--- src/rtl/fchg_pkg.sv ---
package fchg_pkg;

    // Controller states
    typedef enum logic [2:0] {
        ST_OFF   = 3'd0,
        ST_IDLE  = 3'd1,
        ST_SHORT = 3'd2,
        ST_HV    = 3'd3,
        ST_CONT  = 3'd4
    } fchg_state_e;

    // Decoded line-pair selection
    typedef enum logic [2:0] {
        SEL_5V   = 3'd0,
        SEL_9V   = 3'd1,
        SEL_12V  = 3'd2,
        SEL_CONT = 3'd3,
        SEL_HOLD = 3'd4
    } fchg_sel_e;

endpackage

--- src/rtl/fchg_debounce.sv ---
module fchg_debounce
    import fchg_pkg::*;
#(
    parameter int FAST_CYC = 12,
    parameter int SLOW_CYC = 24,
    parameter int CNT_W    = 8
) (
    input  logic      clk,
    input  logic      rst_n,
    input  logic      clr,
    input  fchg_sel_e raw,
    output fchg_sel_e stable
);
    localparam logic [CNT_W-1:0] FAST_LAST = CNT_W'(FAST_CYC - 1);
    localparam logic [CNT_W-1:0] SLOW_LAST = CNT_W'(SLOW_CYC - 1);

    fchg_sel_e        cand;
    logic [CNT_W-1:0] cnt;
    logic [CNT_W-1:0] last;

    // the continuous pattern uses the longer filter
    assign last = (cand == SEL_CONT) ? SLOW_LAST : FAST_LAST;

    always_ff @(posedge clk) begin
        if (!rst_n || clr) begin
            cand   <= SEL_5V;
            stable <= SEL_5V;
            cnt    <= '0;
        end else if (raw != cand) begin
            cand <= raw;
            cnt  <= '0;
        end else if (cnt >= last) begin
            stable <= cand;
        end else begin
            cnt <= cnt + 1'b1;
        end
    end

endmodule

--- src/rtl/fchg_pulse_qual.sv ---
module fchg_pulse_qual #(
    parameter int MIN_LOW = 25,
    parameter int CNT_W   = 5
) (
    input  logic clk,
    input  logic rst_n,
    input  logic en,
    input  logic lvl_low,
    output logic step
);
    localparam logic [CNT_W-1:0] LIM = CNT_W'(MIN_LOW);

    logic [CNT_W-1:0] low_cnt;

    always_ff @(posedge clk) begin
        if (!rst_n || !en) begin
            low_cnt <= '0;
            step    <= 1'b0;
        end else begin
            step <= 1'b0;
            if (lvl_low) begin
                if (low_cnt < LIM) low_cnt <= low_cnt + 1'b1;
            end else begin
                step    <= (low_cnt == LIM);
                low_cnt <= '0;
            end
        end
    end

endmodule

--- src/rtl/fchg_code_step.sv ---
module fchg_code_step #(
    parameter int CODE_W = 7,
    parameter int MAX_V  = 35,
    parameter int MIN_V  = -7
) (
    input  logic                     clk,
    input  logic                     rst_n,
    input  logic                     load,
    input  logic signed [CODE_W-1:0] load_val,
    input  logic                     inc,
    input  logic                     dec,
    output logic signed [CODE_W-1:0] code
);
    localparam logic signed [CODE_W-1:0] TOP = CODE_W'(MAX_V);
    localparam logic signed [CODE_W-1:0] BOT = CODE_W'(MIN_V);
    localparam logic signed [CODE_W-1:0] ONE = CODE_W'(1);

    always_ff @(posedge clk) begin
        if (!rst_n) begin
            code <= '0;
        end else if (load) begin
            code <= load_val;
        end else if (inc && !dec && (code < TOP)) begin
            code <= code + ONE;
        end else if (dec && !inc && (code > BOT)) begin
            code <= code - ONE;
        end
    end

endmodule

--- src/rtl/fchg_dline_ctrl.sv ---
module fchg_dline_ctrl
    import fchg_pkg::*;
#(
    parameter int QUAL_CYC  = 156250,
    parameter int VSEL_CYC  = 5000,
    parameter int CONT_CYC  = 18750,
    parameter int PULSE_CYC = 25,
    parameter int CODE_W    = 7,
    parameter int CODE_9V   = 20,
    parameter int CODE_12V  = 35,
    parameter int CODE_MIN  = -7
) (
    input  logic                     clk,
    input  logic                     rst_n,
    input  logic                     dp_gt_dat,
    input  logic                     dp_gt_sel,
    input  logic                     dp_gt_ov,
    input  logic                     dn_gt_dat,
    input  logic                     dn_gt_sel,
    input  logic                     dn_gt_ov,
    input  logic                     dec_req_n,
    output logic                     short_en,
    output logic                     bias_en,
    output logic signed [CODE_W-1:0] fb_code
);
    localparam int QUAL_W  = $clog2(QUAL_CYC + 1);
    localparam int FILT_MX = (CONT_CYC > VSEL_CYC) ? CONT_CYC : VSEL_CYC;
    localparam int FILT_W  = $clog2(FILT_MX + 1);
    localparam int PULS_W  = $clog2(PULSE_CYC + 1);
    localparam logic [QUAL_W-1:0]        QUAL_LAST = QUAL_W'(QUAL_CYC - 1);
    localparam logic signed [CODE_W-1:0] C5  = '0;
    localparam logic signed [CODE_W-1:0] C9  = CODE_W'(CODE_9V);
    localparam logic signed [CODE_W-1:0] C12 = CODE_W'(CODE_12V);

    fchg_state_e       state, state_nx;
    fchg_sel_e         sel_raw, sel_q;
    logic [QUAL_W-1:0] qual_cnt;
    logic              dp_win, dp_gone, ov_any;
    logic              dn_low, dn_mid;
    logic              load;
    logic signed [CODE_W-1:0] load_val;
    logic              step_en;
    logic [1:0]        lvl_low;
    logic [1:0]        step;

    assign dp_win  = dp_gt_dat && !dp_gt_sel;
    assign dp_gone = !dp_gt_dat;
    assign ov_any  = dp_gt_ov || dn_gt_ov;
    assign dn_low  = !dn_gt_dat;
    assign dn_mid  = dn_gt_dat && !dn_gt_sel;

    // line-pair decode
    always_comb begin
        if (dp_win && dn_mid)            sel_raw = SEL_12V;
        else if (dp_gt_sel && dn_mid)    sel_raw = SEL_9V;
        else if (dp_win && dn_gt_sel)    sel_raw = SEL_CONT;
        else if (dp_win && dn_low)       sel_raw = SEL_5V;
        else                             sel_raw = SEL_HOLD;
    end

    fchg_debounce #(
        .FAST_CYC (VSEL_CYC),
        .SLOW_CYC (CONT_CYC),
        .CNT_W    (FILT_W)
    ) u_filt (
        .clk    (clk),
        .rst_n  (rst_n),
        .clr    (!(state == ST_HV || state == ST_CONT)),
        .raw    (sel_raw),
        .stable (sel_q)
    );

    // index 0: D- up pulses, index 1: down requests
    assign lvl_low[0] = !dn_gt_sel;
    assign lvl_low[1] = !dec_req_n;

    for (genvar gi = 0; gi < 2; gi++) begin : g_pq
        fchg_pulse_qual #(
            .MIN_LOW (PULSE_CYC),
            .CNT_W   (PULS_W)
        ) u_pq (
            .clk     (clk),
            .rst_n   (rst_n),
            .en      (step_en),
            .lvl_low (lvl_low[gi]),
            .step    (step[gi])
        );
    end

    fchg_code_step #(
        .CODE_W (CODE_W),
        .MAX_V  (CODE_12V),
        .MIN_V  (CODE_MIN)
    ) u_code (
        .clk      (clk),
        .rst_n    (rst_n),
        .load     (load),
        .load_val (load_val),
        .inc      (step[0]),
        .dec      (step[1]),
        .code     (fb_code)
    );

    // qualification timer, runs only in SHORT
    always_ff @(posedge clk) begin
        if (!rst_n || state != ST_SHORT) qual_cnt <= '0;
        else if (qual_cnt < QUAL_LAST)   qual_cnt <= qual_cnt + 1'b1;
    end

    // state register
    always_ff @(posedge clk) begin
        if (!rst_n) state <= ST_OFF;
        else        state <= state_nx;
    end

    // next state
    always_comb begin
        state_nx = state;
        unique case (state)
            ST_OFF:   state_nx = ST_IDLE;
            ST_IDLE:  if (!ov_any && dp_win) state_nx = ST_SHORT;
            ST_SHORT: begin
                if (ov_any || !dp_win)          state_nx = ST_IDLE;
                else if (qual_cnt == QUAL_LAST) state_nx = ST_HV;
            end
            ST_HV: begin
                if (ov_any || dp_gone)      state_nx = ST_IDLE;
                else if (sel_q == SEL_CONT) state_nx = ST_CONT;
            end
            ST_CONT: begin
                if (ov_any || dp_gone) state_nx = ST_IDLE;
                else if (sel_q == SEL_5V || sel_q == SEL_9V || sel_q == SEL_12V)
                    state_nx = ST_HV;
            end
            default:  state_nx = ST_OFF;
        endcase
    end

    // outputs and code control
    always_comb begin
        short_en = 1'b0;
        bias_en  = 1'b0;
        step_en  = 1'b0;
        load     = 1'b0;
        load_val = C5;
        unique case (state)
            ST_OFF:   ;
            ST_IDLE:  bias_en  = 1'b1;
            ST_SHORT: short_en = 1'b1;
            ST_HV, ST_CONT: begin
                step_en = (state == ST_CONT);
                if (ov_any || dp_gone) begin
                    load = 1'b1;
                end else begin
                    unique case (sel_q)
                        SEL_5V:  load = 1'b1;
                        SEL_9V:  begin load = 1'b1; load_val = C9;  end
                        SEL_12V: begin load = 1'b1; load_val = C12; end
                        default: ;
                    endcase
                end
            end
            default:  ;
        endcase
    end

endmodule

--- config.mk ---
export PLATFORM = sky130hd
export DESIGN_NAME = fchg_dline_ctrl
export DESIGN_NICKNAME = d
export VERILOG_FILES = /design/src/rtl/fchg_pkg.sv /design/src/rtl/fchg_debounce.sv /design/src/rtl/fchg_pulse_qual.sv /design/src/rtl/fchg_code_step.sv /design/src/rtl/fchg_dline_ctrl.sv
export SDC_FILE = /design/constraint.sdc
export NUM_CORES = 1
export LEC_CHECK = 0
export ABC_AREA = 1
export BUFFER_PORTS_ARGS = -buffer_cell sky130_fd_sc_hd__buf_2
export CAP_MARGIN = 30
export CORE_ASPECT_RATIO = 0.75
export CORE_MARGIN = 1.5
export CORE_UTILIZATION = 39
export CTS_BUF_LIST = sky130_fd_sc_hd__clkbuf_4
export CTS_CLUSTER_DIAMETER = 60
export DETAILED_ROUTE_END_ITERATION = 16
export HOLD_SLACK_MARGIN = 0.06
export PLACE_DENSITY = 0.59
export REMOVE_ABC_BUFFERS = 1
export SLEW_MARGIN = 20
export SYNTH_ARGS = -nofsm -noshare
export SYNTH_HDL_FRONTEND = slang
export SYNTH_SLANG_ARGS = --single-unit
--- constraint.sdc ---
create_clock -name clk -period 2 [get_ports clk]
set_input_delay 0.1 -clock clk [delete_from_list [all_inputs] [get_ports clk]]
set_output_delay 0.1 -clock clk [all_outputs]
set_load 0.02 [all_outputs]
; After elaboration in Yosys (flattened, before gate mapping)
; Index checks and enable logic that the tools add are counted.
[word_totals]
inputBits = 9
register_bits = 61
output_inout_bits = 9
wordCells = 110
[classes]
n_bitwise = 3
eq_ne = 17
magnitude_cmp = 6
mux = 25
n_reduce_logical = 43
add_sub_neg = 6
[op_table]
columns = cell, count
row1 = 3-bit two-way mux, 11
row2 = 7-bit two-way mux, 3
row3 = "18-bit by 1-bit adder with 18-bit output, second input constant", 1
row4 = "18-bit == test, second input constant", 1
row5 = "18-bit < comparator, second input constant", 1
row6 = "15-bit by 1-bit adder with 15-bit output, second input constant", 1
row7 = "3-bit by 2-bit == test with 1-bit output, second input constant", 5
row8 = 15-bit greater-or-equal comparator, 1
row9 = 15-bit two-way mux, 1
row10 = 3-bit case mux with 5 select lines, 1
row11 = 6-bit two-way mux, 2
row12 = 6-bit case mux with 2 select lines, 1
row13 = 2-bit OR reduction, 6
row14 = 1-bit logical AND, 11
row15 = 1-bit logical NOT, 11
row16 = "5-bit by 1-bit adder with 5-bit output, second input constant", 2
row17 = "5-bit == test, second input constant", 2
row18 = "5-bit < comparator, second input constant", 2
row19 = 1-bit logical OR, 9
row20 = "7-bit by 2-bit adder with 7-bit output, second input constant", 1
row21 = "7-bit by 4-bit greater-than comparator with 1-bit output, second input constant", 1
row22 = "7-bit < comparator, second input constant", 1
row23 = "7-bit by 2-bit subtractor with 7-bit output, second input constant", 1
row24 = "3-bit by 1-bit == test with 1-bit output, second input constant", 2
row25 = 13 further kinds, 22

; Longest topological paths before layout
[depth]
depth_word = 10
depth_mapped = 16
mapped_depth_nobuf = 16

; By module
; From an unflattened synthesis, not the netlist that was laid out.
[unflattened]
cells_unflattened = 663
hier_area_um2 = 4316.6
[by_module_without_submodules]
columns = module, seq_area_each_um2, instances, area_each_um2, cells_per_inst
row1 = fchg_dline_ctrl, 420.4, 1, 1656.6, 269
row2 = fchg_debounce, 420.4, 1, 1390.1, 213
row3 = fchg_code_step, 140.1, 1, 679.4, 99
row4 = fchg_pulse_qual, 120.1, 2, 295.3, 41

; Least setup slack after synthesis
; Ideal clock, no wire load.
[synth_timing]
kind = flip-flop to flip-flop
from = register u_filt.cand[0]
to = register u_filt.cnt[13]
stages_incl_launch_ff = 15
setup_ns = 0.115
period_less_slack_ns = 2.195
required_time_ns = 1.885
path_buffers = 1
slack_ns = -0.195
t_arrival_ns = 2.080
path_cell_list = dfxtp_1 inv_1 nor3_1 inv_1 ha_1 inv_1 nor2_1 inv_1 nor3_1 nand2_1 nand2_4 inv_2 buf_6 nand2_1 a21oi_2
[synth_between]
elab_chain_cells = 3
word_cells_on_any_way = 5
cone_classes = order compare: 1 / eq/ne: 2 / mux: 1 / reduce/logical: 1
[synth_rtl]
columns = element, line_no
row1 = "start, declared", fchg_debounce.sv:17  ; fchg_sel_e cand;
row2 = "start signal, assigned", fchg_debounce.sv:30  ; cand <= raw;
row3 = 3-bit by 2-bit == test with 1-bit output, fchg_debounce.sv:22  ; assign last = (cand == SEL_CONT) ? SLOW_LAST : FAST_LAST;
row4 = 15-bit two-way mux, fchg_debounce.sv:22
row5 = 15-bit greater-or-equal comparator, fchg_debounce.sv:32  ; end else if (cnt >= last) begin
row6 = "end signal, assigned", fchg_debounce.sv:35  ; cnt <= cnt + 1'b1;
row7 = "end, declared", fchg_debounce.sv:18  ; logic [CNT_W-1:0] cnt;
; Several ways; a longest one is shown, not always the timed one.
; A chain may end at the register's enable or synchronous reset.

; Worst setup path after layout
[layout_timing]
from = register u_filt.cand[1]
to = register u_filt.cnt[3]
; The elaborated chain is that of the path after synthesis.

==> impl_metrics.env <==
export IMPL_grtUsageTotal=0.185
export IMPL_ys_flop_type="dfxtp_1"
export IMPL_seq_area_um2=1220
export IMPL_met2_length_mm=4.15
export IMPL_synth_fa_ha_area_frac=0.0720
export IMPL_ys_warn_count=0
export IMPL_rsz0062_at_grt="yes"
export IMPL_slew_headroom=0.524
export IMPL_grt_pass1_wl_mm=16.7
export IMPL_synth_area_um2=4100
export IMPL_nFillCells=1064
export IMPL_timing_hold_violations_final=0
export IMPL_vias_per_cell=4.88
export IMPL_ys_ff_latch=61
export IMPL_drt_wl_total_mm=9.61
export IMPL_p_leak_nw=2.06
export IMPL_synth_seq_area_share=0.298
export IMPL_final_nets=707
export IMPL_hold_path_class="in2reg"
export IMPL_clock_sinks=61
export IMPL_critPathLaunch="u_filt.cand[1]$_SDFFE_PP0P_"
export IMPL_worstPathRequired_ns=2.35
export IMPL_fin_util=0.477
export IMPL_h_tree_depth=3
export IMPL_peakVddDrop_mv=0.305
export IMPL_grt_ovfl_total=0
export IMPL_yosys_mux_area_fraction=0
export IMPL_synthDistinctLibCells=35
export IMPL_cp_max_fo=8
export IMPL_synth_avg_cell_area_um2=6.62
export IMPL_ios=18
export IMPL_first_pass_iters=5
export IMPL_reg2reg_from="u_filt.cand[1]$_SDFFE_PP0P_"
export IMPL_syn_to_final_growth_pct=19.2
export IMPL_highest_layer="met4"
export IMPL_synth_xor_area_frac=0.0577
export IMPL_grt_pass1_vias=3660
export IMPL_finalCritPeriodShare=0.973
export IMPL_die_area_um2=11100
export IMPL_antenna_found_initial=0
export IMPL_antenna_cells=0
export IMPL_slowest_delay_ns=0.35
export IMPL_cts_tree="yes"
export IMPL_synth_edf_count=0
export IMPL_drtIter0Drc=255
export IMPL_multiInputGateArea_um2=2690
export IMPL_drv_slew=0
export IMPL_grt_max_degree=19
export IMPL_path_cells="inv_2 -> nor3_2 -> buf_4 -> inv_6 -> ha_4 -> inv_2 -> nor2_4 -> inv_2 -> nor3_2 -> nand2_1 -> nand2_4 -> buf_8 -> nand2_4 -> a21oi_2"
export IMPL_die_h_um=91.8
export IMPL_fmax_ghz=0.514
export IMPL_wl_met3_um=370
export IMPL_setup_viol=0
export IMPL_dp_hpwl_mm=6.97
export IMPL_cts_reportedPaths_clkPinSlew_ns=0.11
export IMPL_reg2reg_depth=14
export IMPL_crit_buf_inv=6
export IMPL_drcViolationCount=0
export IMPL_timing_max_cap_violations=0
export IMPL_arrival_ns=2.30
export IMPL_synth_top_family_by_area="simple AND/OR/NAND/NOR gates"
export IMPL_initial_core_util=0.400
export IMPL_critPathKind="reg2reg"
export IMPL_cts_max_path_buffers=2
export IMPL_place_gp_congestion=0.848
export IMPL_antenna_left=0
export IMPL_rows=32
export IMPL_synth_largest_area_cell="dfxtp_1"
export IMPL_p_total_w=0.00332
export IMPL_clockRootBuffer="clkbuf_4"
export IMPL_cp_depth=14
export IMPL_crit_path_start_kind="flop"
export IMPL_outcome="finished clean"
export IMPL_routedWlPerCell_um=11.8
export IMPL_wl_met1_mm=5.00
export IMPL_netlist_top_cells_area="dfxtp_1 30%, nand2_1 17%, ha_1 6.7%"
export IMPL_path_delay_family="simple AND/OR/NAND/NOR gates"
export IMPL_finClkSkew_ns=0.0181
export IMPL_syn_inst=619
export IMPL_crit_end="u_filt.cnt[3]$_SDFFE_PP0N_"
export IMPL_via_count=3980
export IMPL_synthArstFlopShare=0
export IMPL_slowest_stage="dfxtp_2"
export IMPL_r2r_end="u_filt.cnt[3]$_SDFFE_PP0N_"
export IMPL_fin_crit_ns=1.95
export IMPL_yosys_area_share_simple=0.370
export IMPL_synth_compound_area_share=0.114
export IMPL_crit_top_cell="inv_2"
export IMPL_endpoint_kind="flop"
export IMPL_r2r_slack_ns=0.05
export IMPL_numPortBuffers=17
export IMPL_die_x_um=121
export IMPL_worst_pin_slew_ns=0.714
export IMPL_drive_gt1_frac=0.210
export IMPL_clock_latency_ns=0.43
export IMPL_cts_made_buffers=9
export IMPL_coreArea_um2=10200
export IMPL_synth_top_cell_area_share=0.298
export IMPL_power_density_nw_per_um2=679
[stage by stage]
stage          std cells  setup TNS [ns]  cell area [µm²]  setup WS, ns  hold WS (ns)
6_report             816               0             4890        0.0542         0.144
5_1_grt              816          -0.976             4890       -0.0747         0.175
4_1_cts              810               0             4710      0.000682         0.119
3_5_place_dp         786           -2.05             4460        -0.148         0.389
3_3_place_gp         786          -0.219             4460       -0.0225         0.377
2_1_floorplan        612           -3.39             4030        -0.206         0.217
[cells in the final DEF (no fill, tap or decap), types with 3 or more instances in the layout]
master | netlist | routed
nor2_1 | 65 | 62
inv_2 | 5 | 7
nand3_1 | 50 | 48
clkbuf_4 | 0 | 10
a21oi_2 | 19 | 23
nand3_2 | 3 | 5
buf_2 | 1 | 17
nor2_4 | 1 | 3
nand4_1 | 14 | 14
clkinv_2 | 0 | 3
ha_4 | 0 | 6
nand2_1 | 183 | 170
nor3_1 | 17 | 14
nand2_2 | 4 | 16
inv_1 | 73 | 69
xnor2_1 | 4 | 4
o21ai_1 | 1 | 3
xor2_1 | 23 | 23
nor3_2 | 0 | 3
buf_4 | 2 | 24
ha_1 | 22 | 16
dfxtp_1 | 61 | 58
nand2_4 | 3 | 4
nor2_2 | 7 | 8
dlygate4sd3_1 | 0 | 8
o21ai_0 | 12 | 10
a21oi_1 | 32 | 28
dfxtp_2 | 0 | 3
[power breakdown]
group          switching (W)  internal [W]  total [W]
clock network       0.000491      0.000254   0.000745
registers          0.0000663       0.00129    0.00135
logic               0.000744      0.000476    0.00122
total                0.00130       0.00202    0.00332
[cell type report]
class                      count  area share
clock inverter                 6     0.00614
inverter                      79      0.0632
sequential                    61       0.251
timing repair buffer          52      0.0801
tap                          136      0.0348
clock buffer                  10      0.0154
multi-input combinational    472       0.550
[worst reg2reg max path: cells and delay by family (launching register included)]
| family | cells | cell delay, ns |
|---|---|---|
| buffers and inverters | 6 | 0.49 |
| DFF | 1 | 0.35 |
| AOI/OAI and AO/OA | 1 | 0.13 |
| and+or+nand+nor | 6 | 0.64 |
| adders and majority gates | 1 | 0.26 |
[flip-flops by register name, indices dropped and copies added (netlist names)]
name,cells
qual_cnt,18
u_filt.cnt,15
g_pq.u_pq.low_cnt,10
u_code.code,7
state,3
u_filt.cand,3
u_filt.stable,3
g_pq.u_pq.step,2
[synthesized netlist by cell type, drive strengths merged, types with 4 or more instances]
cell   instances
a21oi         52
xor2          23
inv           79
nand2        190
nand4         14
buf            7
nor2          73
o21ai         13
nand3         53
ha            22
nor3          17
dfxtp         61
xnor2          4
[how the worst min path moves through the flow]
stage	start	end	slack, ns	cells past startpoint
final	dp_gt_ov	state[1]$_SDFFE_PN0P_	0.14	6
after global routing	dp_gt_ov	state[1]$_SDFFE_PN0P_	0.18	6
after CTS	dp_gt_ov	state[1]$_SDFFE_PN0P_	0.12	6
after detailed placement	dec_req_n	g_pq[1].u_pq.step$_SDFF_PP0_	0.39	3
after global placement	dec_req_n	g_pq[1].u_pq.step$_SDFF_PP0_	0.38	3
after floorplan	rst_n	u_code.code[3]$_SDFFE_PN0P_	0.22	1
[repair_timing]
item | in CTS | in global routing
setup buffers | 0 | 6
setup endpoints to repair | 19 | 24
pin swaps | 7 | 25
hold buffers | 8 | 0
hold endpoints to repair | 14 | 0
resized for setup | 12 | 39
[kinds of logic (layout without fill, tap and decap cells)]
family,after synthesis,count (layout)
and+or+nand+nor,350,350
DFF,61,61
adders and majority gates,23,23
xor gates and xnor gates,27,27
buffers and inverters,86,147
AOI/OAI and AO/OA,72,72
[routing by layer]
layer | GRT usage | up-vias
li1 | - | 2100
met1 | 0.261 | 1808
met2 | 0.278 | 62
met3 | 0.0485 | 10
met4 | 0.0490 | 0
met5 | 0 | -
Note: power is estimated with default switching activity, not from simulation.
